$ cat config.mk
export PLATFORM = sky130hd
export DESIGN_NAME = pbus_strobe_engine
export DESIGN_NICKNAME = d
export VERILOG_FILES = /design/src/rtl/pbus_pkg.sv /design/src/rtl/pbus_phase_timer.sv /design/src/rtl/pbus_phase_seq.sv /design/src/rtl/pbus_strobe_engine.sv
export SDC_FILE = /design/constraint.sdc
export NUM_CORES = 1
export LEC_CHECK = 0
export BUFFER_PORTS_ARGS = -buffer_cell sky130_fd_sc_hd__buf_2
export CORE_UTILIZATION = 54
export DETAILED_ROUTE_END_ITERATION = 10
export PLACE_DENSITY = 0.8
export SLEW_MARGIN = 20
export SYNTH_ARGS = -nofsm -noshare
export SYNTH_HDL_FRONTEND = slang
export SYNTH_SLANG_ARGS = --single-unit
$ cat constraint.sdc
create_clock -name clk -period 4.9 [get_ports clk]
set_clock_uncertainty 0.2 [all_clocks]
set_input_delay 0.245 -clock clk [delete_from_list [all_inputs] [get_ports clk]]
set_output_delay 0.245 -clock clk [all_outputs]
set_load 0.01 [all_outputs]
$ cat src/rtl/pbus_pkg.sv
package pbus_pkg;
  typedef enum logic [2:0] {
    PH_IDLE    = 3'd0,
    PH_SETUP   = 3'd1,
    PH_STROBE  = 3'd2,
    PH_HOLD    = 3'd3,
    PH_INHIBIT = 3'd4
  } phase_e;

  // Chip select is driven low in these phases.
  function automatic logic phase_selects(input phase_e p);
    return (p == PH_SETUP) || (p == PH_STROBE) || (p == PH_HOLD);
  endfunction
endpackage

$ cat src/rtl/pbus_phase_timer.sv
module pbus_phase_timer #(
  parameter int TW = 8
) (
  input  logic          clk,
  input  logic          rst_n,
  input  logic          load,
  input  logic [TW-1:0] len,
  output logic          done
);
  localparam logic [TW-1:0] ONE = TW'(1);

  logic [TW-1:0] cnt;

  // A phase lasts max(len,1) cycles, so the counter starts at that minus one.
  function automatic logic [TW-1:0] start_value(input logic [TW-1:0] v);
    return (v == '0) ? '0 : v - ONE;
  endfunction

  always_ff @(posedge clk or negedge rst_n) begin
    if (!rst_n)          cnt <= '0;
    else if (load)       cnt <= start_value(len);
    else if (cnt != '0)  cnt <= cnt - ONE;
  end

  assign done = (cnt == '0);
endmodule

$ cat src/rtl/pbus_phase_seq.sv
module pbus_phase_seq
  import pbus_pkg::*;
(
  input  logic   clk,
  input  logic   rst_n,
  input  logic   start,
  input  logic   is_read,
  input  logic   timer_done,
  output phase_e ph,
  output phase_e ph_nxt,
  output logic   load,
  output logic   xfer_end
);
  always_comb begin
    ph_nxt = ph;
    unique case (ph)
      PH_IDLE:    if (start)      ph_nxt = PH_SETUP;
      PH_SETUP:   if (timer_done) ph_nxt = PH_STROBE;
      PH_STROBE:  if (timer_done) ph_nxt = PH_HOLD;
      PH_HOLD:    if (timer_done) ph_nxt = is_read ? PH_IDLE : PH_INHIBIT;
      PH_INHIBIT: if (timer_done) ph_nxt = PH_IDLE;
      default:                    ph_nxt = PH_IDLE;
    endcase
  end

  always_ff @(posedge clk or negedge rst_n) begin
    if (!rst_n) ph <= PH_IDLE;
    else        ph <= ph_nxt;
  end

  assign load     = (ph_nxt != ph) && (ph_nxt != PH_IDLE);
  assign xfer_end = (ph == PH_HOLD) && timer_done;
endmodule

$ cat src/rtl/pbus_strobe_engine.sv
module pbus_strobe_engine
  import pbus_pkg::*;
#(
  parameter int TW = 8,
  parameter int DW = 8
) (
  input  logic          clk,
  input  logic          rst_n,
  input  logic [TW-1:0] cfg_setup,
  input  logic [TW-1:0] cfg_width,
  input  logic [TW-1:0] cfg_ohold,
  input  logic [TW-1:0] cfg_inhibit,
  input  logic          req_valid,
  input  logic          req_read,
  input  logic          req_a0,
  input  logic [DW-1:0] req_wdata,
  output logic          req_ready,
  output logic          ack,
  output logic [DW-1:0] rd_data,
  output logic          bus_cs_n,
  output logic          bus_a0,
  output logic          bus_wr_n,
  output logic          bus_rd_n,
  output logic          bus_oe,
  output logic [DW-1:0] bus_dout,
  input  logic [DW-1:0] bus_din
);
  localparam int CW = 4 * TW;

  phase_e        ph, ph_nxt;
  logic          start, load, tdone, xfer_end, cap_evt, selecting;
  logic [TW-1:0] setup_q, width_q, ohold_q, inhib_q, len;
  logic          rd_q, a0_q;
  logic [DW-1:0] wd_q;
  logic [CW-1:0] cfg_snap;

  assign start     = req_valid && (ph == PH_IDLE);
  assign selecting = phase_selects(ph);
  assign cap_evt   = (ph == PH_STROBE) && tdone && rd_q;
  assign cfg_snap  = {setup_q, width_q, ohold_q, inhib_q};

  always_ff @(posedge clk or negedge rst_n) begin
    if (!rst_n) begin
      setup_q <= '0;
      width_q <= '0;
      ohold_q <= '0;
      inhib_q <= '0;
      rd_q    <= 1'b0;
      a0_q    <= 1'b0;
      wd_q    <= '0;
    end else if (start) begin
      setup_q <= cfg_setup;
      width_q <= cfg_width;
      ohold_q <= cfg_ohold;
      inhib_q <= cfg_inhibit;
      rd_q    <= req_read;
      a0_q    <= req_a0;
      wd_q    <= req_wdata;
    end
  end

  // Length of the phase being entered; the setup phase uses the live input
  // because the snapshot is written on the same edge.
  always_comb begin
    unique case (ph_nxt)
      PH_SETUP:   len = start ? cfg_setup : setup_q;
      PH_STROBE:  len = width_q;
      PH_HOLD:    len = rd_q ? ohold_q : setup_q;
      PH_INHIBIT: len = inhib_q;
      default:    len = '0;
    endcase
  end

  pbus_phase_seq u_seq (
    .clk        (clk),
    .rst_n      (rst_n),
    .start      (start),
    .is_read    (rd_q),
    .timer_done (tdone),
    .ph         (ph),
    .ph_nxt     (ph_nxt),
    .load       (load),
    .xfer_end   (xfer_end)
  );

  pbus_phase_timer #(.TW(TW)) u_timer (
    .clk   (clk),
    .rst_n (rst_n),
    .load  (load),
    .len   (len),
    .done  (tdone)
  );

  always_ff @(posedge clk or negedge rst_n) begin
    if (!rst_n) begin
      ack     <= 1'b0;
      rd_data <= '0;
    end else begin
      ack <= xfer_end;
      if (cap_evt) rd_data <= bus_din;
    end
  end

  assign req_ready = (ph == PH_IDLE);
  assign bus_cs_n  = !selecting;
  assign bus_a0    = selecting && a0_q;
  assign bus_wr_n  = !((ph == PH_STROBE) && !rd_q);
  assign bus_rd_n  = !((ph == PH_STROBE) && rd_q);
  assign bus_oe    = selecting && !rd_q;
  assign bus_dout  = bus_oe ? wd_q : '0;
endmodule

==> impl_metrics.csv <==
group,metric,value,unit
timing,relSlewSlack,44.0,%
die,core,0.00592,sq mm
die,die_x,80.5,um
setup_path,worst_ep_required_time,4.89,ns
hold_path,min_path_type,"in2reg",
global_routing,global_route.overflow_total,0,
setup_path,timing.critical_path.slowest_cell_delay,0.70,ns
cells_and_area,finish.net_count,481,
setup_path,critical_path.max_fanout,12,
timing,setup_violations,0,
setup_path,worst_setup_path_start_kind,"flop",
setup_path,crit_chain,"inv_1, ha_1, nor3b_1, and2_1, o21ai_0, a22o_1, a21oi_1, ha_1, inv_1, a221o_1, nor2_1, nand4_1, a21oi_1, a311oi_1",
power,internal_power,1.53,mW
timing,fin_crit,4.31,ns
power,powerDensity,568,mW/mm^2
die,effective_utilization_at_floorplan,56.2,%
power,fraction_of_power_spent_switching_nets,39.9,%
logic_synthesis,synth_area_per_cell,11.2,sq um
power,report.power.total,2.54,mW
setup_path,end_kind,"flop",
timing,setup_tns,0,ns
routing,routedWlPerCell,18.0,um
timing,timing_max_transition_violations_final,0,
cts,clock_tree.htree_level_count,3,
routing,drt_first_iter_violations,328,
cts,clk_pin_slew_worst_paths,0.07,ns
cts,clock_buffer_count_from_cts,9,
placement,dp.final_hpwl,5450,um
cts,skew_pair_late_insertion_delay,0.35,ns
global_routing,all_layer_global_routing_usage,30.4,%
logic_synthesis,synth-edff-count,0,
routing,drt_pre_antenna_iters,5,
power,power.combinational.fraction,46.9,%
cells_and_area,final_cell_area,0.00447,sq mm
global_routing,maximum_number_of_pins_on_one_net_before_global_route_repair,63,
flow_run,timing.max_cap.violations,0,
global_routing,use_met1,38.1,%
global_routing,fraction_of_met3_tracks_used_by_global_routing,8.07,%
cts,clock_sinks,62,
run_status,outcome,"completed",
logic_synthesis,main_synth_ff_type,"sky130_fd_sc_hd__dfrtp_1",
timing,final_hold_viol_count,0,
routing,postRouteAntennaNets,0,
routing,drc,0,
power,power.static_leakage,1.97,nW
timing,timing_worst_slew_pin_value,0.839,ns
placement,placement.cell_area,0.00378,sq mm
setup_path,critPathArrivalTime,4.31,ns
global_routing,top_usage_layer,"met2",
global_routing,via_count_of_the_first_global_routing_pass,2928,
timing,post-route-worst-setup-slack,0.586,ns
setup_path,critical-path-slowest-cell,"sky130_fd_sc_hd__nor3b_1",
power,peakVddDrop,0.000327,V
cells_and_area,synthToLayoutAreaGrowth,34.4,%
logic_synthesis,yosysUniqueCellTypes,57,
cells_and_area,drive_above_1_share,37.1,%
logic_synthesis,number_of_flip_flops_and_latches_in_the_synthesized_netlist,62,
logic_synthesis,seq_area_frac_synth,46.6,%
placement,pre_cts_slack,0.775,ns
timing,max_freq,0.232,GHz
die,ports_placed_on_the_boundary,76,
global_routing,grt_use_met2,51.1,%
timing,grt_setup_unrepaired,"no",
logic_synthesis,synthesis.nets,353,
placement,number_of_buffers_inserted_by_port_buffering,75,
cells_and_area,diodes,0,
die,die_h,80.5,um
cts,clock_root_buffer,"sky130_fd_sc_hd__clkbuf_8",
global_routing,grt_pass1_wl,14600,um
routing,wl,9060,um
cts,cts_tree,"done",
routing,route.detailed.vias_per_inst,5.78,
logic_synthesis,share_of_async_settable_or_async_resettable_flops_after_synthesis,100,%
logic_synthesis,syn_area,0.00333,sq mm
power,clock_power_share,16.5,%
global_routing,antenna_found_initial,0,
setup_path,critPathKind,"reg2reg",
logic_synthesis,ys_warn_count,0,
timing,final.period_utilization,88.0,%
routing,routed-via-count,2905,
die,dieArea,0.00648,sq mm
die,rows,28,
logic_synthesis,post_synth_inst_count,296,
cts,post_cts_setup_repair_buffer_count,0,
placement,gp_routability_congestion,0.861,
power,power_switching,1.01,mW
power,share_seq_of_total_power,36.6,%
cts,clockBufferDepth,2,
-- routing by layer --
metal | share of wire [%] | vias to the layer above
li1 | - | 1354
met1 | 41 | 1399
met2 | 50 | 127
met3 | 6.1 | 25
met4 | 2.3 | 0
met5 | 0 | -
-- stage by stage --
| stage | hold WS, ns | cells | utilization, % |
|---|---|---|---|
| after global placement | 0.249 | 437 | 63.8 |
| after CTS | 0.241 | 503 | 75.5 |
| after detailed placement | 0.254 | 437 | 63.8 |
| after floorplan | -0.251 | 296 | - |
| after global routing | 0.253 | 503 | 75.5 |
| final | 0.249 | 503 | 75.5 |
-- critical path: cells and delay by family (launching register included) --
kind	cells	cell delay, ns
buffers and inverters	2	0.18
AOI/OAI and AO/OA	6	1.42
adders and majority gates	2	0.44
and+or+nand+nor	4	1.50
DFF	1	0.42
-- worst paths after layout --
check | from | depth (start not counted) | slack [ns] | endpoint
setup / recovery | u_timer.cnt[0] | 14 | 0.59 | u_timer.cnt[0]
hold / removal | req_valid | 3 | 0.25 | setup_q[0]
setup reg to reg | u_timer.cnt[0] | 14 | 0.59 | u_timer.cnt[0]
hold reg to reg | rd_data[2] | 1 | 0.31 | rd_data[2]
max in group asynchronous | rst_n | 3 | 3.58 | rd_data[1]
min in group asynchronous | rst_n | 3 | 0.41 | inhib_q[5]
-- cell families after synthesis --
group,count (synthesis),synth area share (%)
simple gates,83,14.9
compound gates,62,13.6
mux,55,18.6
flops,62,46.6
buf+inv,22,2.74
xor+xnor,8,2.11
fa+ha+maj,4,1.50
-- what timing repair did --
item / CTS / global route
hold buffers: 51 / 0
gates resized for setup: 0 / 0
endpoints found under the hold margin: 112 / 0
-- flip-flops by register name, summed over array words and instances (netlist names) --
signal,flops
inhib_q,8
ohold_q,8
rd_data,8
setup_q,8
u_timer.cnt,8
wd_q,8
width_q,8
u_seq.ph,3
a0_q,1
ack,1
rd_q,1
-- placed cells by master, fill, tap and decap left out, types with 2 or more instances in the layout --
cell type	instances
sky130_fd_sc_hd__buf_2	75
sky130_fd_sc_hd__dfrtp_1	62
sky130_fd_sc_hd__dlygate4sd3_1	51
sky130_fd_sc_hd__mux2_2	50
sky130_fd_sc_hd__nor2_1	14
sky130_fd_sc_hd__clkbuf_8	12
sky130_fd_sc_hd__a21oi_1	11
sky130_fd_sc_hd__nand2_1	11
sky130_fd_sc_hd__nor3_1	10
sky130_fd_sc_hd__and2_1	9
sky130_fd_sc_hd__inv_1	9
sky130_fd_sc_hd__o21ai_0	8
sky130_fd_sc_hd__nand3_1	7
sky130_fd_sc_hd__nor2b_1	6
sky130_fd_sc_hd__nand3b_1	6
sky130_fd_sc_hd__xnor2_1	5
sky130_fd_sc_hd__nand4_1	4
sky130_fd_sc_hd__a221oi_1	4
sky130_fd_sc_hd__a22o_1	4
sky130_fd_sc_hd__mux2i_1	4
sky130_fd_sc_hd__ha_1	4
sky130_fd_sc_hd__buf_4	4
sky130_fd_sc_hd__a31oi_1	3
sky130_fd_sc_hd__o31ai_1	3
sky130_fd_sc_hd__or2_2	3
sky130_fd_sc_hd__a311oi_1	3
sky130_fd_sc_hd__a211oi_1	3
sky130_fd_sc_hd__a22oi_1	3
sky130_fd_sc_hd__o22ai_1	3
sky130_fd_sc_hd__xor2_1	3
sky130_fd_sc_hd__nor4b_4	2
sky130_fd_sc_hd__o21ai_1	2
sky130_fd_sc_hd__a221o_1	2
sky130_fd_sc_hd__o31a_1	2
sky130_fd_sc_hd__o21a_1	2
sky130_fd_sc_hd__clkinv_2	2
-- power by group through the flow --
stage / sequential (mW) / combinational, mW / clock [mW]
floorplan: 0.848 / 0.882 / 0
global placement: 0.907 / 1.09 / 0
detailed placement: 0.919 / 1.12 / 0
CTS: 0.911 / 1.15 / 0.422
global route: 0.953 / 1.30 / 0.439
finish: 0.930 / 1.19 / 0.419
-- layout make-up --
class                   instances  area, sq um
repair buffers                130          916
well taps                      75         93.8
clock buffers                  12          165
flip-flops and latches         62         1550
clock inverters                 3         18.8
inverters                       9         33.8
multi-input cells             212         1690
fillers                       345         1450
-- synth_stat cells (2+ instances only) --
cell	count	area [sq um]
sky130_fd_sc_hd__a211oi_1	3	22.5
sky130_fd_sc_hd__o22ai_1	3	18.8
sky130_fd_sc_hd__a22o_1	4	35.0
sky130_fd_sc_hd__nand4_1	4	25.0
sky130_fd_sc_hd__nand3b_1	6	45.0
sky130_fd_sc_hd__a22oi_1	3	22.5
sky130_fd_sc_hd__nor3_1	10	50.1
sky130_fd_sc_hd__nor2_1	14	52.6
sky130_fd_sc_hd__a311oi_1	3	26.3
sky130_fd_sc_hd__clkbuf_1	10	37.5
sky130_fd_sc_hd__ha_1	4	50.1
sky130_fd_sc_hd__nand2_1	11	41.3
sky130_fd_sc_hd__o21ai_1	2	10.0
sky130_fd_sc_hd__xnor2_1	5	43.8
sky130_fd_sc_hd__mux2_2	50	563
sky130_fd_sc_hd__and2_1	9	56.3
sky130_fd_sc_hd__mux2i_1	4	40.0
sky130_fd_sc_hd__a21oi_1	11	55.1
sky130_fd_sc_hd__a221o_1	2	20.0
sky130_fd_sc_hd__or2_2	3	18.8
sky130_fd_sc_hd__dfrtp_1	62	1550
sky130_fd_sc_hd__o31a_1	2	17.5
sky130_fd_sc_hd__o21a_1	2	15.0
sky130_fd_sc_hd__o31ai_1	3	22.5
sky130_fd_sc_hd__o21ai_0	8	40.0
sky130_fd_sc_hd__inv_1	9	33.8
sky130_fd_sc_hd__nor2b_1	6	37.5
sky130_fd_sc_hd__a221oi_1	4	35.0
sky130_fd_sc_hd__a31oi_1	3	18.8
sky130_fd_sc_hd__nand3_1	7	35.0
sky130_fd_sc_hd__xor2_1	3	26.3
(Power assumes the default switching activity.)
